==> config.mk <==
export PLATFORM = sky130hd
export DESIGN_NAME = phy_mgmt_seq
export DESIGN_NICKNAME = d
export VERILOG_FILES = /design/src/rtl/phy_mgmt_pkg.sv /design/src/rtl/mdc_clk_gen.sv /design/src/rtl/mdio_frame_eng.sv /design/src/rtl/phy_mgmt_seq.sv
export SDC_FILE = /design/constraint.sdc
export NUM_CORES = 1
export LEC_CHECK = 0
export BUFFER_PORTS_ARGS = -buffer_cell sky130_fd_sc_hd__buf_2
export CAP_MARGIN = 40
export CORE_MARGIN = 2
export CORE_UTILIZATION = 58
export DETAILED_ROUTE_END_ITERATION = 7
export GPL_ROUTABILITY_DRIVEN = 0
export MAX_ROUTING_LAYER = met4
export PLACE_DENSITY = 0.8
export SKIP_LAST_GASP = 1
export SYNTH_ARGS = -nofsm -noshare
export SYNTH_HDL_FRONTEND = slang
export SYNTH_SLANG_ARGS = --single-unit
==> constraint.sdc <==
create_clock -name clk -period 2.4 [get_ports clk]
set_input_delay 0.48 -clock clk [delete_from_list [all_inputs] [get_ports clk]]
set_output_delay 0.48 -clock clk [all_outputs]
set_load 0.01 [all_outputs]
==> src/rtl/phy_mgmt_pkg.sv <==
package phy_mgmt_pkg;
  localparam logic [1:0] SEL_CMD  = 2'd0;
  localparam logic [1:0] SEL_ADDR = 2'd1;
  localparam logic [1:0] SEL_DLO  = 2'd2;
  localparam logic [1:0] SEL_DHI  = 2'd3;

  localparam int CMD_TGT_BIT = 3;
  localparam int CMD_RD_BIT  = 2;
  localparam int CMD_WR_BIT  = 1;

  typedef struct packed {
    logic tgt_phy;
    logic rd;
    logic wr;
  } cmd_t;
endpackage

==> src/rtl/mdc_clk_gen.sv <==
module mdc_clk_gen #(
  parameter int MDC_HALF = 4
) (
  input  logic clk,
  input  logic rst_n,
  output logic mdc,
  output logic rise_tick,
  output logic fall_tick
);
  logic wrap;

  generate
    if (MDC_HALF <= 1) begin : g_fast
      assign wrap = 1'b1;
    end else begin : g_div
      localparam int CW = $clog2(MDC_HALF);
      logic [CW-1:0] cnt;
      always_ff @(posedge clk) begin
        if (!rst_n) cnt <= '0;
        else if (cnt == CW'(MDC_HALF - 1)) cnt <= '0;
        else cnt <= cnt + 1'b1;
      end
      assign wrap = (cnt == CW'(MDC_HALF - 1));
    end
  endgenerate

  always_ff @(posedge clk) begin
    if (!rst_n) mdc <= 1'b0;
    else if (wrap) mdc <= ~mdc;
  end

  assign rise_tick = wrap & ~mdc;
  assign fall_tick = wrap & mdc;
endmodule

==> src/rtl/mdio_frame_eng.sv <==
module mdio_frame_eng #(
  parameter int PRE_W  = 32,
  parameter int DATA_W = 16
) (
  input  logic              clk,
  input  logic              rst_n,
  input  logic              start,
  input  logic              is_read,
  input  logic [4:0]        phy_adr,
  input  logic [4:0]        reg_adr,
  input  logic [DATA_W-1:0] wdata,
  input  logic              rise_tick,
  input  logic              fall_tick,
  input  logic              mdc,
  input  logic              mdio_i,
  output logic              run,
  output logic              done,
  output logic [DATA_W-1:0] rdata,
  output logic              mdio_o,
  output logic              mdio_oe
);
  localparam int FRAME_BITS = PRE_W + 16 + DATA_W;
  localparam int CNT_W      = $clog2(FRAME_BITS + 1);
  localparam int TA_BIT     = FRAME_BITS - DATA_W - 2;
  localparam int DAT_BIT    = FRAME_BITS - DATA_W;

  logic [FRAME_BITS-1:0] frame;
  logic [CNT_W-1:0]      cnt;
  logic                  rd_q;

  assign done = run && fall_tick && (cnt == CNT_W'(FRAME_BITS));

  always_ff @(posedge clk) begin
    if (!rst_n) begin
      run     <= 1'b0;
      cnt     <= '0;
      frame   <= '0;
      rd_q    <= 1'b0;
      rdata   <= '0;
      mdio_o  <= 1'b0;
      mdio_oe <= 1'b0;
    end else if (start && !run) begin
      run   <= 1'b1;
      cnt   <= '0;
      rd_q  <= is_read;
      rdata <= '0;
      frame <= {{PRE_W{1'b1}}, 2'b01, (is_read ? 2'b10 : 2'b01), phy_adr, reg_adr,
                (is_read ? 2'b00 : 2'b10), (is_read ? {DATA_W{1'b0}} : wdata)};
    end else if (run) begin
      if (fall_tick) begin
        if (done) begin
          run     <= 1'b0;
          mdio_oe <= 1'b0;
        end else begin
          mdio_o  <= frame[FRAME_BITS-1];
          frame   <= frame << 1;
          mdio_oe <= !(rd_q && (cnt >= CNT_W'(TA_BIT)));
          cnt     <= cnt + 1'b1;
        end
      end
      if (rise_tick && rd_q && (cnt > CNT_W'(DAT_BIT)))
        rdata <= {rdata[DATA_W-2:0], mdio_i};
    end
  end

  assert_run_hold_R3: assert property (@(posedge clk) disable iff (!rst_n)
    run && !done |=> run);
  assert_oe_released_R6: assert property (@(posedge clk) disable iff (!rst_n)
    run && rd_q && (cnt > CNT_W'(TA_BIT)) |-> !mdio_oe);
  assert_mdio_on_fall_R7: assert property (@(posedge clk) disable iff (!rst_n)
    $past(run) && !$fell(mdc) |-> $stable(mdio_o));
endmodule

==> src/rtl/phy_mgmt_seq.sv <==
module phy_mgmt_seq
  import phy_mgmt_pkg::*;
#(
  parameter int MDC_HALF = 4,
  parameter int DATA_W   = 16,
  parameter int PRE_W    = 32
) (
  input  logic              clk,
  input  logic              rst_n,
  input  logic [1:0]        reg_sel,
  input  logic              reg_wr,
  input  logic [7:0]        reg_wdata,
  output logic [7:0]        reg_rdata,
  output logic              busy,
  output logic              mdc,
  output logic              mdio_o,
  output logic              mdio_oe,
  input  logic              mdio_i,
  output logic              ee_valid,
  input  logic              ee_ready,
  output logic              ee_write,
  output logic [5:0]        ee_addr,
  output logic [DATA_W-1:0] ee_wdata,
  input  logic [DATA_W-1:0] ee_rdata
);
  localparam int HB = DATA_W / 2;

  cmd_t              cmd_q;
  logic [7:0]        addr_q;
  logic [HB-1:0]     dlo_q, dhi_q;
  logic              op_rd_q;
  logic              eng_run, eng_done;
  logic [DATA_W-1:0] eng_rdata;
  logic              rise_tick, fall_tick;
  logic              cmd_wr, launch, ee_hs;

  assign cmd_wr = reg_wr && (reg_sel == SEL_CMD);
  assign launch = cmd_wr && !busy && (reg_wdata[CMD_RD_BIT] || reg_wdata[CMD_WR_BIT]);
  assign ee_hs  = ee_valid && ee_ready;
  assign busy   = eng_run || ee_valid;

  mdc_clk_gen #(.MDC_HALF(MDC_HALF)) u_mdc (
    .clk(clk), .rst_n(rst_n), .mdc(mdc), .rise_tick(rise_tick), .fall_tick(fall_tick)
  );

  mdio_frame_eng #(.PRE_W(PRE_W), .DATA_W(DATA_W)) u_eng (
    .clk(clk), .rst_n(rst_n),
    .start(launch && reg_wdata[CMD_TGT_BIT]),
    .is_read(reg_wdata[CMD_RD_BIT]),
    .phy_adr({3'b000, addr_q[7:6]}),
    .reg_adr(addr_q[4:0]),
    .wdata({dhi_q, dlo_q}),
    .rise_tick(rise_tick), .fall_tick(fall_tick), .mdc(mdc), .mdio_i(mdio_i),
    .run(eng_run), .done(eng_done), .rdata(eng_rdata),
    .mdio_o(mdio_o), .mdio_oe(mdio_oe)
  );

  always_ff @(posedge clk) begin
    if (!rst_n) begin
      cmd_q    <= '0;
      addr_q   <= '0;
      dlo_q    <= '0;
      dhi_q    <= '0;
      op_rd_q  <= 1'b0;
      ee_valid <= 1'b0;
      ee_write <= 1'b0;
    end else begin
      if (cmd_wr)
        cmd_q <= '{tgt_phy: reg_wdata[CMD_TGT_BIT], rd: reg_wdata[CMD_RD_BIT],
                   wr: reg_wdata[CMD_WR_BIT]};
      if (launch) begin
        op_rd_q <= reg_wdata[CMD_RD_BIT];
        if (!reg_wdata[CMD_TGT_BIT]) begin
          ee_valid <= 1'b1;
          ee_write <= !reg_wdata[CMD_RD_BIT];
        end
      end else if (ee_hs) begin
        ee_valid <= 1'b0;
      end
      if (eng_done && op_rd_q) begin
        {dhi_q, dlo_q} <= eng_rdata;
      end else if (ee_hs && !ee_write) begin
        {dhi_q, dlo_q} <= ee_rdata;
      end else if (reg_wr && !busy) begin
        if (reg_sel == SEL_DLO) dlo_q <= reg_wdata[HB-1:0];
        if (reg_sel == SEL_DHI) dhi_q <= reg_wdata[HB-1:0];
      end
      if (reg_wr && !busy && reg_sel == SEL_ADDR) addr_q <= reg_wdata;
    end
  end

  assign ee_addr  = addr_q[5:0];
  assign ee_wdata = {dhi_q, dlo_q};

  always_comb begin
    unique case (reg_sel)
      SEL_CMD:  reg_rdata = {4'b0000, cmd_q.tgt_phy, cmd_q.rd, cmd_q.wr, busy};
      SEL_ADDR: reg_rdata = addr_q;
      SEL_DLO:  reg_rdata = dlo_q;
      default:  reg_rdata = dhi_q;
    endcase
  end

  assert_one_target_R8: assert property (@(posedge clk) disable iff (!rst_n)
    eng_run |-> !ee_valid);
  assert_ee_hold_R8: assert property (@(posedge clk) disable iff (!rst_n)
    ee_valid && !ee_ready |=> ee_valid && $stable(ee_addr) && $stable(ee_write) && $stable(ee_wdata));
  assert_data_frozen_R9: assert property (@(posedge clk) disable iff (!rst_n)
    busy && $past(busy) |-> $stable(dlo_q) && $stable(dhi_q) && $stable(addr_q));
  assert_launch_cause_R10: assert property (@(posedge clk) disable iff (!rst_n)
    $rose(busy) |-> $past(reg_wr && reg_sel == SEL_CMD));
endmodule

# After elaboration in Yosys (flattened, before gate mapping)
# Index checks and enable logic that the tools add are counted.
# W data, S select, Z words.
[word_totals]
input_bits = 31
word_cells = 101
out_inout_bits = 36
ff_bits = 124
[op_classes]
add_sub_neg = 2
bitwise_logic = 7
n_eq_ne = 7
order_cmp = 2
n_mux = 24
reduce_logical = 40
[op_table]
columns = ["op", "count"]
rows = [
  ["$mux W64", 4],
  ["$mux W8", 8],
  ["$pmux W8 S3", 1],
  ["$mux W16", 1],
  ["$logic_and A1 B1 Y1", 15],
  ["$reduce_and A2 Y1", 5],
  ["$reduce_and A3 Y1", 3],
  ["$reduce_bool A3 Y1", 3],
  ["$mux W1", 8],
  ["$add A7 B1 Y7 const B", 1],
  ["$eq A7 B7 Y1 const B", 1],
  ["$ge A7 B6 Y1 const B", 1],
  ["$gt A7 B6 Y1 const B", 1],
  ["$eq A2 B2 Y1 const B", 3],
  ["$reduce_bool A2 Y1", 3],
  ["$logic_not A1 Y1", 5],
  ["$not A1 Y1", 5],
  ["$mux W2", 2],
  ["$reduce_and A4 Y1", 1],
  ["$reduce_or A2 Y1", 2],
  ["$add A2 B1 Y2 const B", 1],
  ["$and A1 B1 Y1", 2],
  ["$eq A2 B1 Y1 const B", 1],
  ["$logic_not A2 Y1", 1],
  ["other kinds (3)", 4],
]

# Depth between registers and ports, before layout
[depth]
depth_word = 8
depth_mapped = 8
ltp_nobuf = 6

# Cells and area by module
# A second synthesis with hierarchy kept.
[unflattened]
hier_cells = 633
area_unflattened_um2 = 5615.4
[by_module_without_submodules]
columns = ["module", "area_per_inst_um2", "cells_per_inst", "seq_area_each_um2", "instances"]
rows = [
  ["mdio_frame_eng", 3858.7, 439, 1821.7, 1],
  ["phy_mgmt_seq", 1636.6, 184, 600.6, 1],
  ["mdc_clk_gen", 120.1, 10, 60.1, 1],
]

# Least setup slack after synthesis
# OpenSTA, ideal clock, no wires.
[synth_path]
path_kind = "input port to flip-flop"
from = "input reg_sel[1]"
to = "register u_eng.frame[11]"
path_buffers = 4
path_stages = 8
setup_time_ps = 119
required_time_ps = 2281
arrival_time_ps = 2168
path_slack_ps = 113
path_cell_list = "or3b_1 clkbuf_1 or4_1 clkbuf_1 buf_6 buf_6 o21a_1 o221a_2"
[synth_via]
elab_chain_cells = 8
word_cells_on_any_way = 11
classes_between = "eq/ne (1); mux (1); reduce/logical (9)"
[synth_rtl]
columns = ["item", "line", "text"]
rows = [
  ["start: declaration", "phy_mgmt_seq.sv:10", "input logic [1:0] reg_sel,"],
  ["$logic_not A2 Y1 *", "phy_mgmt_seq.sv:37", "assign cmd_wr = reg_wr && (reg_sel == SEL_CMD);"],
  ["$logic_and A1 B1 Y1 *", "phy_mgmt_seq.sv:37", ""],
  ["$logic_and A1 B1 Y1 * (2 in a row)", "phy_mgmt_seq.sv:38", "assign launch = cmd_wr && !busy && (reg_wdata[CMD_RD_BIT] || reg_wdata[CMD_WR_BIT]);"],
  ["$logic_and A1 B1 Y1 *", "phy_mgmt_seq.sv:48", ".start(launch && reg_wdata[CMD_TGT_BIT]),"],
  ["$logic_and A1 B1 Y1 *", "mdio_frame_eng.sv:42", "end else if (start && !run) begin"],
  ["$ne A2 B1 Y1 (no line) / $reduce_bool A2 Y1 (equally long branches)", "--", ""],
  ["$reduce_and A3 Y1 (no line)", "--", ""],
  ["end signal: assignment", "mdio_frame_eng.sv:47", "frame <= {{PRE_W{1'b1}}, 2'b01, (is_read ? 2'b10 : 2'b01), phy_adr, reg_adr,"],
  ["end signal: assignment", "mdio_frame_eng.sv:56", "frame <= frame << 1;"],
  ["end: declaration", "mdio_frame_eng.sv:27", "logic [FRAME_BITS-1:0] frame;"],
]
# Mark *: on every way between the ends. The rest lies on a longest branch, timed or not.
# A chain may end at the register's enable or synchronous reset.

# Final worst setup path
[layout_path]
from = "register ee_valid"
to = "output reg_rdata[0]"
[layout_via]
elab_chain_cells = 2
[layout_rtl]
columns = ["item", "line", "text"]
rows = [
  ["start: declaration", "phy_mgmt_seq.sv:19", "output logic ee_valid,"],
  ["start signal: assignment", "phy_mgmt_seq.sv:65", "ee_valid <= 1'b0;"],
  ["start signal: assignment", "phy_mgmt_seq.sv:74", "ee_valid <= 1'b1;"],
  ["start signal: assignment", "phy_mgmt_seq.sv:78", "ee_valid <= 1'b0;"],
  ["$logic_or A1 B1 Y1", "phy_mgmt_seq.sv:40", "assign busy = eng_run || ee_valid;"],
  ["$pmux W8 S3", "phy_mgmt_seq.sv:96", "unique case (reg_sel)"],
  ["end: declaration", "phy_mgmt_seq.sv:13", "output logic [7:0] reg_rdata,"],
]
# Every way passes these cells.

==> flow_summary.yaml <==
clocking:
  cts_setup_buffers: 0
  hold_buffers: 0
  cts_root_buf: "clkbuf_8"
  cts.path.max_buffers: 2
  cts_tree: "done"
  insertion_delay_ns: 0.51
  htreeDepth: 4
  cts.clk_slew.worst_paths_ns: 0.06
  cts_buffers: 17
  cts_sinks: 124
pwr:
  power_leakage_nw: 2.54
  p_per_area_mw_per_mm2: 759
  vdd_drop_max_mv: 0.528
drt:
  drt_wl_total_um: 13700
  route.met3.wl_um: 903
  detail_route.wl_per_cell_um: 19.3
  firstDrtPassIters: 5
  num_vias: 4581
  drt-initial-drc-count: 411
  wl_met1_um: 6130
  post_drt_via_cell_ratio: 6.42
  ant_nets: 0
  top_layer: "met4"
  wl_met2_um: 6420
  route.detailed.drc: 0
timing:
  min_period_ns: 2.31
  fin_setup_tns_ns: 0
  whs_ns: 0.213
  worst_pin_slew_ns: 0.657
  report.final.slew_viol_count: 0
  relSlewSlack_pct: 56.2
  rsz0062_at_grt: "no"
  finalSetupViolations: 0
  final_hold_viol_count: 0
  fin_crit_sh_pct: 96.3
  finClkSkew_ns: 0.00536
  max_freq_ghz: 0.433
run:
  drv_cap: 0
logic_synthesis:
  muxShareOfSynthArea_pct: 4.37
  synth_cell_types: 54
  synthArstFlopShare_pct: 0
  synthXorXnorAreaFrac_pct: 1.14
  synth_ff_type: "dfxtp_1"
  ys_ff_latch: 124
  postSynthCellCount: 533
  synth_warnings: 0
  synth-edff-count: 0
  yosysSeqAreaShare_pct: 46.1
  post_synth.cell_area_avg_um2: 10.1
  postSynthNetCount: 567
  synthesis.area_mm2: 0.00539
  synth-compound-area-share_pct: 27.8
  synth_top_family_by_area: "compound AO/OA/AOI/OAI gates"
  synthAdderAreaFrac_pct: 0.697
  yosys.area_share.simple_pct: 14.0
floorplan:
  dieArea_mm2: 0.0101
  die_y_um: 100
  rows: 35
  die_x_um: 100
  core_mm2: 0.00911
  start_util_pct: 59.1
  ios: 67
grt:
  grt.total_usage_pct: 28.2
  grt_pass1_vias: 4215
  overflow: 0
  antenna_found_initial: 0
  grt_first_pass_wirelength_um: 21600
  grt_max_degree: 57
cells_and_area:
  syn2layout_area_growth_pct: 18.4
  drive_above_1_share_pct: 33.1
  num-fill-cells: 663
  num_antenna_cells: 0
  final_cell_mix: "dfxtp_1 (124), buf_2 (66), o221a_2 (56)"
  nets: 623
  mostFrequentLayoutCell: "dfxtp_1"
  fin_area_mm2: 0.00638
  fin_util_pct: 70.1
setup_path:
  worst_ep_required_time_ns: 1.92
  critPathCaptureType: "primary output"
  critPathMaxFanout: 6
  reg2reg_depth: 7
  arrival_ns: 1.83
  startpoint_type: "flop"
  criticalPathCategory: "reg -> out"
status:
  outcome: "finished, final reports clean"
placement:
  numPortBuffers: 66
  postPlaceCellArea_mm2: 0.00583
  hpwlAfterDp_um: 9180
hold_path:
  hold_path_class: "in -> reg"
  holdPathStages: 3
through the flow:
stage | setup WS (ns) | total power, mW | std cells
finish | 0.0887 | 4.85 | 713
detailed placement | 0.0470 | 2.51 | 681
CTS | 0.0704 | 4.85 | 713
floorplan | 0.113 | 2.39 | 533
global placement | 0.0915 | 2.50 | 681
global route | 0.0362 | 4.98 | 713
worst max-delay path, stage by stage, from the launching register on:
cell,delay [ns]
dfxtp_1,0.36
nor2_2,0.17
inv_1,0.13
mux4_2,0.50
buf_2,0.16
cells in the mapped netlist, types with 3 or more instances:
library cell	n	area, um^2
o21a_1	24	180
a22o_1	4	35.0
buf_2	9	45.0
xor2_1	3	26.3
ha_1	3	37.5
dfxtp_1	124	2480
a21boi_0	7	52.6
inv_1	13	48.8
nor3b_1	11	82.6
nand2_1	24	90.1
or2_2	8	50.1
mux4_2	4	90.1
nor2_1	16	60.1
mux2_2	4	45.0
a21boi_1	3	22.5
nor3_1	10	50.1
xnor2_1	4	35.0
a211o_1	8	70.1
nand3_1	24	120
buf_1	6	22.5
nand4_1	4	25.0
o32ai_1	8	70.1
a32o_1	8	80.1
o221a_2	56	631
buf_4	9	67.6
nor2b_1	20	125
buf_6	3	33.8
mux2i_1	10	100
a211oi_1	9	67.6
a21oi_1	22	110
o21ai_0	18	90.1
clkbuf_1	27	101
sequential cells by signal, summed over array words and instances, names as in the netlist, 2 cells and up:
signal	cells
u_eng.frame	64
u_eng.rdata	16
addr_q	8
dhi_q	8
dlo_q	8
u_eng.cnt	7
cmd_q	3
u_mdc.g_div.cnt	2
metal layers:
layer	GRT usage (%)	up-vias
li1	-	2141
met1	37.9	2236
met2	42.6	178
met3	5.01	26
met4	10.9	0
met5	-	-
cell type report:
type / instances / area (um^2) / area share, %
multi-input combinational: 342 / 2590 / 40.6
sequential: 124 / 2480 / 38.9
timing repair buffer: 91 / 568 / 8.90
clock buffer: 18 / 418 / 6.55
tap: 111 / 139 / 2.18
clock inverter: 14 / 135 / 2.12
inverter: 13 / 48.8 / 0.765
cell families after synthesis:
| family | after synthesis |
|---|---|
| AOI/OAI and AO/OA | 178 |
| xor gates and xnor gates | 7 |
| adders and majority gates | 3 |
| buffers and inverters | 67 |
| DFF | 124 |
| muxes | 18 |
| and+or+nand+nor | 136 |
final timing paths:
kind | from | slack, ns | end
setup / recovery | ee_valid | 0.09 | reg_rdata[0]
hold / removal | mdio_i | 0.21 | u_eng.rdata[0]
setup reg to reg | u_eng.cnt[1] | 0.20 | dhi_q[0]
hold reg to reg | u_mdc.g_div.cnt[0] | 0.43 | u_mdc.g_div.cnt[0]
what timing repair did:
item	4_1_cts	5_1_grt
hold endpoints to repair	0	0
gates resized for setup	0	1
endpoints found under the setup margin	0	1
power breakdown:
group	switching [mW]	total (mW)	internal [mW]
Clock	0.983	2.37	1.39
Sequential	0.0452	2.16	2.11
Combinational	0.161	0.313	0.152
Power figures use the tool's default switching activity.
